File: src/rtl/rtc_divrate_pkg.sv
package rtc_divrate_pkg;

  localparam logic [2:0] DIV_RUN = 3'b010;

  // Codes 1 and 2 reuse the taps of codes 8 and 9.
  function automatic logic [3:0] eff_code(input logic [3:0] code);
    case (code)
      4'd1:    eff_code = 4'd8;
      4'd2:    eff_code = 4'd9;
      default: eff_code = code;
    endcase
  endfunction

  // Code n picks tap bit n-2; codes below 3 pick nothing.
  function automatic logic tap_valid(input logic [3:0] eff);
    tap_valid = (eff >= 4'd3);
  endfunction

endpackage

File: src/rtl/rtc_chain.sv
module rtc_chain #(
  parameter int CNT_W = 15
) (
  input  logic             clk,
  input  logic             rst_n,
  input  logic             tb_en,
  input  logic             run,
  output logic [CNT_W-1:0] cnt,
  output logic             adv,
  output logic             sec_tick
);
  localparam logic [CNT_W-1:0] HALF = {1'b1, {(CNT_W-1){1'b0}}};

  logic wrap;

  assign adv  = tb_en && run;
  assign wrap = adv && (&cnt);

  always_ff @(posedge clk or negedge rst_n) begin
    if (!rst_n) begin
      cnt      <= HALF;
      sec_tick <= 1'b0;
    end else begin
      sec_tick <= wrap;
      if (!run)      cnt <= HALF;
      else if (adv)  cnt <= cnt + 1'b1;
    end
  end

  AST_HOLD_PRESET: assert property (@(posedge clk) disable iff (!rst_n)
    !run |=> (cnt == HALF && !sec_tick));
  AST_TICK_SINGLE: assert property (@(posedge clk) disable iff (!rst_n)
    sec_tick |=> !sec_tick);
  AST_TICK_AT_WRAP: assert property (@(posedge clk) disable iff (!rst_n)
    sec_tick |-> (cnt == '0 || cnt == HALF));
  AST_IDLE_NO_ADV: assert property (@(posedge clk) disable iff (!rst_n)
    (!tb_en && run) |=> ($stable(cnt) && !sec_tick));
endmodule

File: src/rtl/rtc_rate_tap.sv
module rtc_rate_tap
  import rtc_divrate_pkg::*;
#(
  parameter int CNT_W = 15
) (
  input  logic             clk,
  input  logic             rst_n,
  input  logic [CNT_W-1:0] cnt,
  input  logic             adv,
  input  logic [3:0]       rate_sel,
  input  logic             per_en,
  output logic             per_evt,
  output logic             per_irq
);
  localparam int NTAP = CNT_W - 1;

  logic [NTAP-1:0] rise;
  logic [3:0]      eff;
  logic [3:0]      tap_idx;
  logic            sel_rise;

  // Bit k rises on this increment when the low bits read 0 followed by k ones.
  for (genvar k = 0; k < NTAP; k++) begin : g_tap
    localparam logic [CNT_W-1:0] ONE = {{(CNT_W-1){1'b0}}, 1'b1};
    localparam logic [CNT_W-1:0] MSK = (ONE << (k + 1)) - ONE;
    localparam logic [CNT_W-1:0] PAT = (ONE << k) - ONE;
    assign rise[k] = ((cnt & MSK) == PAT);
  end

  assign eff     = eff_code(rate_sel);
  assign tap_idx = eff - 4'd2;

  always_comb begin
    sel_rise = 1'b0;
    if (adv && tap_valid(eff) && (int'(tap_idx) < NTAP))
      sel_rise = rise[tap_idx];
  end

  always_ff @(posedge clk or negedge rst_n) begin
    if (!rst_n) begin
      per_evt <= 1'b0;
      per_irq <= 1'b0;
    end else begin
      per_evt <= sel_rise;
      per_irq <= sel_rise && per_en;
    end
  end

  AST_EVT_SINGLE: assert property (@(posedge clk) disable iff (!rst_n)
    per_evt |=> !per_evt);
  AST_CODE0_SILENT: assert property (@(posedge clk) disable iff (!rst_n)
    (rate_sel == 4'd0) |=> !per_evt);
  AST_IRQ_GATED: assert property (@(posedge clk) disable iff (!rst_n)
    per_irq |-> per_evt);
  AST_EVT_NEEDS_ADV: assert property (@(posedge clk) disable iff (!rst_n)
    !adv |=> !per_evt);
endmodule

File: src/rtl/rtc_divrate.sv
module rtc_divrate
  import rtc_divrate_pkg::*;
#(
  parameter int CNT_W = 15
) (
  input  logic       clk,
  input  logic       rst_n,
  input  logic       tb_en,
  input  logic [2:0] div_ctl,
  input  logic [3:0] rate_sel,
  input  logic       per_en,
  output logic       sec_tick,
  output logic       per_evt,
  output logic       per_irq
);
  logic             run;
  logic             adv;
  logic [CNT_W-1:0] cnt;

  assign run = (div_ctl == DIV_RUN);

  rtc_chain #(.CNT_W(CNT_W)) u_chain (
    .clk      (clk),
    .rst_n    (rst_n),
    .tb_en    (tb_en),
    .run      (run),
    .cnt      (cnt),
    .adv      (adv),
    .sec_tick (sec_tick)
  );

  rtc_rate_tap #(.CNT_W(CNT_W)) u_tap (
    .clk      (clk),
    .rst_n    (rst_n),
    .cnt      (cnt),
    .adv      (adv),
    .rate_sel (rate_sel),
    .per_en   (per_en),
    .per_evt  (per_evt),
    .per_irq  (per_irq)
  );

  AST_HOLD_SILENT: assert property (@(posedge clk) disable iff (!rst_n)
    !run |=> (!per_evt && !sec_tick));
endmodule

File: config.mk
export PLATFORM = sky130hd
export DESIGN_NAME = rtc_divrate
export DESIGN_NICKNAME = d
export VERILOG_FILES = /design/src/rtl/rtc_divrate_pkg.sv /design/src/rtl/rtc_chain.sv /design/src/rtl/rtc_rate_tap.sv /design/src/rtl/rtc_divrate.sv
export SDC_FILE = /design/constraint.sdc
export NUM_CORES = 1
export LEC_CHECK = 0
export BUFFER_PORTS_ARGS = -buffer_cell sky130_fd_sc_hd__buf_2
export CAP_MARGIN = 20
export CORE_AREA = 3 3 69 71
export DETAILED_ROUTE_END_ITERATION = 10
export DIE_AREA = 0 0 72 74
export GPL_TIMING_DRIVEN = 0
export HOLD_SLACK_MARGIN = 0.12
export PLACE_DENSITY = 0.49
export SLEW_MARGIN = 0
export SYNTH_ARGS = -nofsm -noshare
export SYNTH_HDL_FRONTEND = slang
export SYNTH_HIERARCHICAL = 1
export SYNTH_SLANG_ARGS = --single-unit
export TNS_END_PERCENT = 5
File: constraint.sdc
create_clock -name clk -period 1.86 [get_ports clk]
set_input_delay 0.558 -clock clk [delete_from_list [all_inputs] [get_ports clk]]
set_output_delay 0.558 -clock clk [all_outputs]
set_load 0.05 [all_outputs]
Yosys cells after proc, flatten, opt, wreduce, memory -nomap -nowiden. Index checks and enable logic that the tools add are counted.

Mux-type cells: 6. Order comparisons: 3. Add/subtract/negate cells: 2. Reductions and logical operators: 7. Eq/ne operators: 17.

Operators with widths (count): 15-bit two-way mux (2); 15-bit by 1-bit adder with 15-bit output (second input constant) (1); 15-bit zero test (1); 15-bit AND reduction (1); 14-bit by 13-bit == test with 1-bit output (second input constant) (1); 13-bit by 12-bit == test with 1-bit output (second input constant) (1); 12-bit by 11-bit == test with 1-bit output (second input constant) (1); 11-bit by 10-bit == test with 1-bit output (second input constant) (1); 10-bit by 9-bit == test with 1-bit output (second input constant) (1); 9-bit by 8-bit == test with 1-bit output (second input constant) (1); 8-bit by 7-bit == test with 1-bit output (second input constant) (1); 4-bit one-hot mux with 2 select lines (1); 7-bit by 6-bit == test with 1-bit output (second input constant) (1); 3-bit by 2-bit == test with 1-bit output (second input constant) (2); 6-bit by 5-bit == test with 1-bit output (second input constant) (1); 5-bit by 4-bit == test with 1-bit output (second input constant) (1); 1-bit logical AND (5); 4-bit by 5-bit less-than comparator with 1-bit output (second input constant) (1); 1-bit binary-select mux with 4-bit select (1); 4-bit by 1-bit == test with 1-bit output (second input constant) (1); 4-bit by 2-bit == test with 1-bit output (second input constant) (1); 4-bit by 3-bit == test with 1-bit output (second input constant) (1); 4-bit by 2-bit >= comparator with 1-bit output (second input constant) (1); 4-bit less-than comparator (second input constant) (1); 4 further kinds (5).

Register bits: 18. Logic and storage cells: 39. Input port bits: 11. Output and inout bits: 3.

Logic depth before layout (Yosys ltp). Gate-level depths: netlist (run 1).

Depth after elaboration: 7. Mapped depth: 9. Gate-level depth less buffers: 9.

Cells and area by module. The synthesis (run 1) kept the hierarchy.

Modules (own cells, without submodules): rtc_chain (area an instance 845.8 um^2, seq. area each 401.6 um^2, instances 1, cells each 85); rtc_rate_tap (area an instance 432.9 um^2, seq. area each 50.0 um^2, instances 1, cells each 62); rtc_divrate (area an instance 12.5 um^2, seq. area each 0.0 um^2, instances 1, cells each 1).

Worst setup path after synthesis (run 1). No wires, ideal clock.

Kind: input port to flip-flop. From: input port rate_sel[3]. To: register u_tap.per_irq. Buffers on the path: 0. Setup slack: -329 ps. Data required time: 1726 ps. Arrival time: 2055 ps. Cell stages on the path: 8. Library setup time: 134 ps. Cells stage by stage: or2_2 > o21ai_0 > ha_1 > nor2_1 > and3_1 > o311a_2 > o32ai_1 > nor3b_2.

Cells in the longest elaborated chain, start to end: 7. Elaborated cells between the ends (all ways): 12. Classes of those cells: 1 x add/sub; 2 x order compare; 2 x eq/ne; 4 x mux; 3 x reduce/logical.

Ends and longest elaborated chain: from (decl) (RTL line rtc_divrate.sv:10) `input logic [3:0] rate_sel,`; 4-bit by 2-bit == test with 1-bit output or 4-bit by 1-bit == test with 1-bit output (tied branches) (RTL line rtc_divrate_pkg.sv:7) `case (code)`; 4-bit one-hot mux with 2 select lines * (RTL line rtc_divrate_pkg.sv:7); 4-bit by 2-bit subtractor with 4-bit output or 4-bit by 2-bit >= comparator with 1-bit output (tied branches) (RTL line rtc_rate_tap.sv:31, rtc_divrate_pkg.sv:16); 1-bit binary-select mux with 4-bit select (tied with other cells) (RTL line rtc_rate_tap.sv:36) `sel_rise = rise[tap_idx];`; 1-bit two-way mux (implied by the code) or 1-bit logical AND (tied branches) (RTL line rtc_rate_tap.sv:36, rtc_rate_tap.sv:35); 1-bit two-way mux * (RTL line rtc_rate_tap.sv:35) `if (adv && tap_valid(eff) && (int'(tap_idx) < NTAP))`; 1-bit logical AND * (RTL line rtc_rate_tap.sv:45) `per_irq <= sel_rise && per_en;`; to (signal assigned) (RTL line rtc_rate_tap.sv:45); to (decl) (RTL line rtc_rate_tap.sv:13) `output logic per_irq`.

Mark *: on every way between the ends. The rest lies on a longest branch, timed or not. The select of a mux whose other input is x is not followed. A chain may end at the register's enable or synchronous reset.

Final worst setup path (run 1).
From: input port rate_sel[2]. To: register u_tap.per_irq.

Same word-level chain as after synthesis.

==> metrics.txt, run 1 <==
Ys Warns=6; worst setup path class=in2reg; max_slew headroom=0.715; Max Fclk=a little over 0.5 GHz; initial core utilization=0.301; Site Rows=24; Max Transition Viols Final=0; fin nets=182; Worst VDD drop=0.198 mV; CTS H-tree depth=1; Util after Layout=0.372; Max-Cap Viols=0; Synth cell types=43; fin crit share=1.03; layout cells sized above 1=0.274; most frequent cell after synthesis=dfrtp_1; Die ar.=about 5300 um2; Critical Path End Type=flip-flop; GPL Wtd Cong=about 0.8; RSZ-0062 raised after global routing=yes; ys async rst share=1.00; Final WS setup=-0.0650 ns; antenna cells=0; antenna violations before repair=0; wire length per cell=roughly 14 um; worst slew pin tran=approximately 0.43 ns; Synth area leaders=dfrtp_1 33%, mux2i_1 5.4%, nand2_1 4.4%; CP max FO=5; number of DRC markers in iteration 0=49; pwr dens=~530 nW/um2; PortBufs=12; Yosys top cell by area=dfrtp_1; drt total wl=a little under 3000 um; design area=~1600 um2; CP startpoint kind=input pin; number of global-route vias before repair=1133; FF-to-FF setup slack=between 0.15 and 0.2 ns; vias=between 1000 and 1500; DP HPWL=2190 um; worst hold path class=in2async; final clock skew=roughly 0.0016 ns; synthesized area=about 1300 um2; top cells by count, synth=17 x dfrtp_1, 15 x nand2_1, 12 x nor2_1; Post-Syn Instances=148; clk sinks=18; Clk Latency, worst-skew pair=0.26 ns; Avg Synthesized Cell Area=8.72 um2; P&R area growth vs syn=23.6%; CP arrival=2.11 ns; Yosys reg bits=18; Residual DRC=0; Critical Path RT=2.04 ns; fin crit period=approximately 1.9 ns; worst reg2reg startpoint=u_chain/cnt[1]$_DFFE_PN0P_; Post-synth EDFFs=0; main flop type after synthesis=dfrtp_1; Ports=14; Num CTS Buffers=3; Vias/cell=between 5 and 6; CTS tree=done; post-synth top area share=0.329; chip height=74 um; r2r endpoint=u_chain/cnt[14]$_DFFE_PN1P_; final setup fails=2; largest net degree at the start of global routing=19; Register-to-Register Path Depth=4; count of final hold-check violations=0; Overflow after GRT=0; Clock transition at path regs=0.07 ns; failing checks=setup timing; status=finished, violations left; Placed Area=1430 um2; drt pass-1 iters=4; GRT Util Overall=0.126; Leak Pwr=0.602 nW; first-pass GRT wire length=5230 um; Mapped Nets=roughly 160; Root Driver=clkbuf_8; CTS max path bufs=2; Core Box Area=4290 um2; Seq/Total Area, Yosys=0.350; Routed Antenna Nets=0; Die W=72 um
==> cell families after synthesis <==
family / Yosys count / share of synthesized area
and+or+nand+nor: 74 / 0.344
AOI/OAI and AO/OA: 29 / 0.146
DFF: 18 / 0.350
buffers and inverters: 11 / 0.0368
muxes: 8 / 0.0630
xor gates and xnor gates: 6 / 0.0407
adders and majority gates: 2 / 0.0194
==> cell type report <==
class	count	area [um2]
Tap cell	52	65.1
Multi-Input combinational cell	119	861
Buffer	3	26.3
Timing Repair Buffer	16	106
Fill cell	442	2700
Sequential cell	18	453
Clock buffer	4	55.1
Inverter	8	30.0
==> registers in the layout, indices dropped and copies added (netlist names) <==
name	cells
u_chain/cnt	15
u_chain/sec_tick	1
u_tap/per_evt	1
u_tap/per_irq	1
==> routing by layer <==
metal / track usage / part of all wire / vias to the layer above
met5: 0 / 0 / -
met3: 0.0311 / 0.036 / 5
met4: 0.0689 / 0.017 / 0
li1: - / - / 581
met1: 0.159 / 0.50 / 555
met2: 0.199 / 0.45 / 15
==> cells in the final DEF (no fill, tap or decap), types with 3 or more instances in the layout <==
cell | Yosys | routed
dfrtp_1 | 17 | 16
nand2_1 | 15 | 15
nor2_1 | 12 | 12
buf_2 | 2 | 10
a21oi_1 | 9 | 9
nand2b_1 | 8 | 8
mux2i_1 | 7 | 7
inv_1 | 7 | 7
buf_4 | 1 | 6
nand3_1 | 7 | 6
nand4_1 | 5 | 5
nor4_1 | 6 | 5
o21ai_0 | 6 | 5
clkbuf_8 | 0 | 4
or4_1 | 3 | 3
or3_1 | 3 | 3
xnor2_1 | 3 | 3
==> stage by stage <==
stage	setup WS, ns	setup TNS (ns)	std cells	power, mW	hold slack (ns)
2_1_floorplan	-0.136	-0.249	148	0.466	0.262
3_3_place_gp	-0.475	-0.928	212	0.499	0.503
3_5_place_dp	-0.485	-0.929	212	0.501	0.521
4_1_cts	-0.0458	-0.0896	220	0.852	0.238
5_1_grt	-0.154	-0.263	220	0.889	0.256
6_report	-0.0650	-0.0917	220	0.841	0.231
==> repair_timing <==
action / in CTS / in global routing
gates resized for setup: 13 / 4
hold buffers: 0 / 0
setup endpoints to repair: 2 / 3
pin swaps: 7 / 5
buffers inserted: 4 / 0
==> power breakdown <==
part	total, mW	internal (mW)	switching (mW)
Sequential	0.395	0.393	0.00199
Combinational	0.125	0.0566	0.0683
Clock	0.322	0.188	0.133
==> critical path, stage by stage <==
cell and delay (ns):
buf_8 0.10, or2_4 0.26, o21ai_4 0.19, ha_4 0.24, nor2_1 0.11, and3_1 0.17, o311a_2 0.21, o32ai_2 0.10
nor3b_2 0.17
==> worst max-delay path by stage <==
stage	start	end	cells after the start
after global placement	rate_sel[3]	u_tap/per_irq$_DFF_PN0_	10
final	rate_sel[2]	u_tap/per_irq$_DFF_PN0_	9
after global routing	rate_sel[2]	u_tap/per_irq$_DFF_PN0_	10
after CTS	rate_sel[2]	u_tap/per_irq$_DFF_PN0_	10
after floorplan	rate_sel[3]	u_tap/per_irq$_DFF_PN0_	8
after detailed placement	rate_sel[3]	u_tap/per_irq$_DFF_PN0_	10
Note: power is estimated with default switching activity, not from simulation.
==> run 2: changes to the inputs <==
Settings changed: PLACE_DENSITY 0.49 to unset, PLACE_DENSITY_LB_ADDON set to 0.2.
==> run 2 against run 1 <==
The flow still finishes with violations (setup timing). Non-clock buffer count unchanged. Clock-buffer cell count did not move. First-iteration DRC count increased by 41%. Sequential cell count did not move. Total power rose by 0.20%. Wire length is 3.3% higher. Largest cell class unchanged.
==> metrics.txt, run 2 (same netlist as run 1, synthesis figures left out) <==
Max Transition Viols Final=0 (unchanged); DP HPWL=2150 um (-1.9%); fin nets=182 (unchanged); hold_ws=0.229 ns (-0.00179 ns); CTS tree=done; Critical Path End Type=flip-flop; Routed Antenna Nets=0 (unchanged); clk sinks=18 (unchanged); Vias/cell=5.40 (+2.8%); Num CTS Buffers=3 (unchanged); Core Box Area=4290 um2 (unchanged); Power Internal=636 uW (-0.21%); fin crit share=1.04 (+0.00268); CP max FO=5 (unchanged); wire length per cell=14.0 um (+3.3%); Clock transition at path regs=0.07 ns (about the same); antenna violations before repair=0 (unchanged); max_slew headroom=0.712 (-0.00212); register area=454 um2 (+0.28%); number of global-route vias before repair=1153 (+1.8%); worst hold path class=in2async; Largest register FFs=15 (unchanged); Die ar.=5330 um2 (unchanged); antenna cells=0 (unchanged); layout cells sized above 1=0.304 (+0.0298); P&R area growth vs syn=26.6%; drt pass-1 iters=4 (unchanged); Clk Latency, worst-skew pair=0.25 ns (about the same); pwr dens=516 nW/um2 (-2.1%); chip height=74 um (unchanged); Top reg by flops=u_chain/cnt; vias=1188 (+2.8%); Max Fclk=0.518 GHz (-0.26%); # fillers=434 (-1.8%); Max-Cap Viols=0 (unchanged); largest net degree at the start of global routing=19 (unchanged); Final WS setup=-0.0700 ns (-0.00499 ns); first-pass GRT wire length=5190 um (-0.80%); Die W=72 um (unchanged); CP startpoint kind=input pin; Register-to-Register Path Depth=6 (+2); worst setup path class=in2reg; hold_buf cts=0 (unchanged); Seq pwr share=0.468 (about the same); RSZ-0062 raised after global routing=yes; PortBufs=12 (unchanged); commonest non-fill, non-tap cells in the layout=15 x nand2_1, 15 x dfrtp_1, 11 x nor2_1; fin crit period=1.93 ns (+0.00499 ns); Residual DRC=0 (unchanged); Leak Pwr=0.623 nW (+3.4%); multi-input combinational cell area=895 um2 (+3.9%); Clock power frac=0.382 (about the same); failing checks=setup timing; final clock skew=0.00310 ns (+0.00148 ns); CTS H-tree depth=1 (unchanged); status=finished, violations left; GRT Util Overall=0.120 (-0.00549); count of final hold-check violations=0 (unchanged); switching share of power=0.245 (+0.00310); final setup fails=2 (unchanged); worst slew pin tran=0.429 ns (+0.000311 ns); initial core utilization=0.301 (unchanged); Worst VDD drop=0.183 mV (-7.7%); Critical Path RT=2.04 ns (about the same); CTS max path bufs=2 (unchanged); Overflow after GRT=0 (unchanged); number of DRC markers in iteration 0=69 (+41%); Site Rows=24 (unchanged); drt total wl=3080 um (+3.3%); Gate power share=0.150 (+0.002); GPL Wtd Cong=0.806 (-1.4%); Root Driver=clkbuf_8; CP arrival=2.11 ns (about the same); Ports=14 (unchanged); Setup WS pre-CTS=-0.475 ns (+0.0103 ns); switching power=207 uW (+1.5%)
[run 2: cell count changes in the layout (fill, tap and decap cells not counted), sizes merged]
cell,before,now
buf,19,18
clkbuf,4,5
[run 2: final timing paths]
path / from / slack, ns / end
worst min-delay path: rst_n / 0.23 / u_chain/sec_tick$_DFF_PN0_
max in group asynchronous: rst_n / 1.31 / u_chain/cnt[14]$_DFFE_PN1P_
worst max register to register: u_chain/cnt[2]$_DFFE_PN0P_ / 0.12 / u_tap/per_irq$_DFF_PN0_
worst min register to register: u_chain/cnt[14]$_DFFE_PN1P_ / 0.51 / u_chain/sec_tick$_DFF_PN0_
min in group clk: u_chain/cnt[14]$_DFFE_PN1P_ / 0.51 / u_chain/sec_tick$_DFF_PN0_
worst max-delay path: rate_sel[2] / -0.07 / u_tap/per_irq$_DFF_PN0_
[run 2: repair_timing]
| item | 4_1_cts | 5_1_grt |
|---|---|---|
| pin swaps | 7 | 4 |
| setup buffers | 4 | 0 |
| gates resized for setup | 15 | 10 |
| endpoints found under the setup margin | 2 | 3 |
[run 2: layout make-up]
| class | count | share of cell area |
|---|---|---|
| inverters | 8 | 0.0184 |
| flip-flops and latches | 18 | 0.278 |
| multi-input cells | 119 | 0.547 |
| repair buffers | 16 | 0.0666 |
| clock buffers | 4 | 0.0337 |
| plain buffers | 3 | 0.0161 |
| well taps | 52 | 0.0398 |
[run 2: per-layer routing]
| layer | GRT usage | vias to the layer above | part of all wire |
|---|---|---|---|
| li1 | - | 583 | - |
| met1 | 0.163 | 579 | 0.48 |
| met2 | 0.186 | 22 | 0.48 |
| met3 | 0.0216 | 4 | 0.032 |
| met4 | 0.0585 | 0 | 0.010 |
| met5 | 0 | - | 0 |
[run 2: stage by stage]
step	utilization	instance area, um2	setup TNS, ns	total power, mW	std cells
floorplan	-	1310	-0.249	0.466	148
global placement	0.333	1430	-0.879	0.499	212
detailed placement	0.333	1430	-0.939	0.501	212
CTS	0.369	1580	-0.0542	0.846	220
global route	0.381	1630	-0.233	0.882	220
finish	0.381	1630	-0.0975	0.843	220
[run 2: power by group through the flow]
stage	Combinational [mW]	Sequential, mW	Clock [mW]
after floorplan	0.0615	0.404	0
final	0.127	0.395	0.322
after global placement	0.0965	0.402	0
after detailed placement	0.0987	0.402	0
after CTS	0.121	0.395	0.330
after global routing	0.139	0.395	0.348
[run 2: critical path, stage by stage]
cell and delay [ns]:
buf_8 0.10, or2_4 0.26, o21ai_4 0.16, ha_4 0.18, nand3_2 0.09, nor3_4 0.16, o221ai_2 0.13, a22oi_2 0.17
o32ai_2 0.12, nor3b_2 0.17
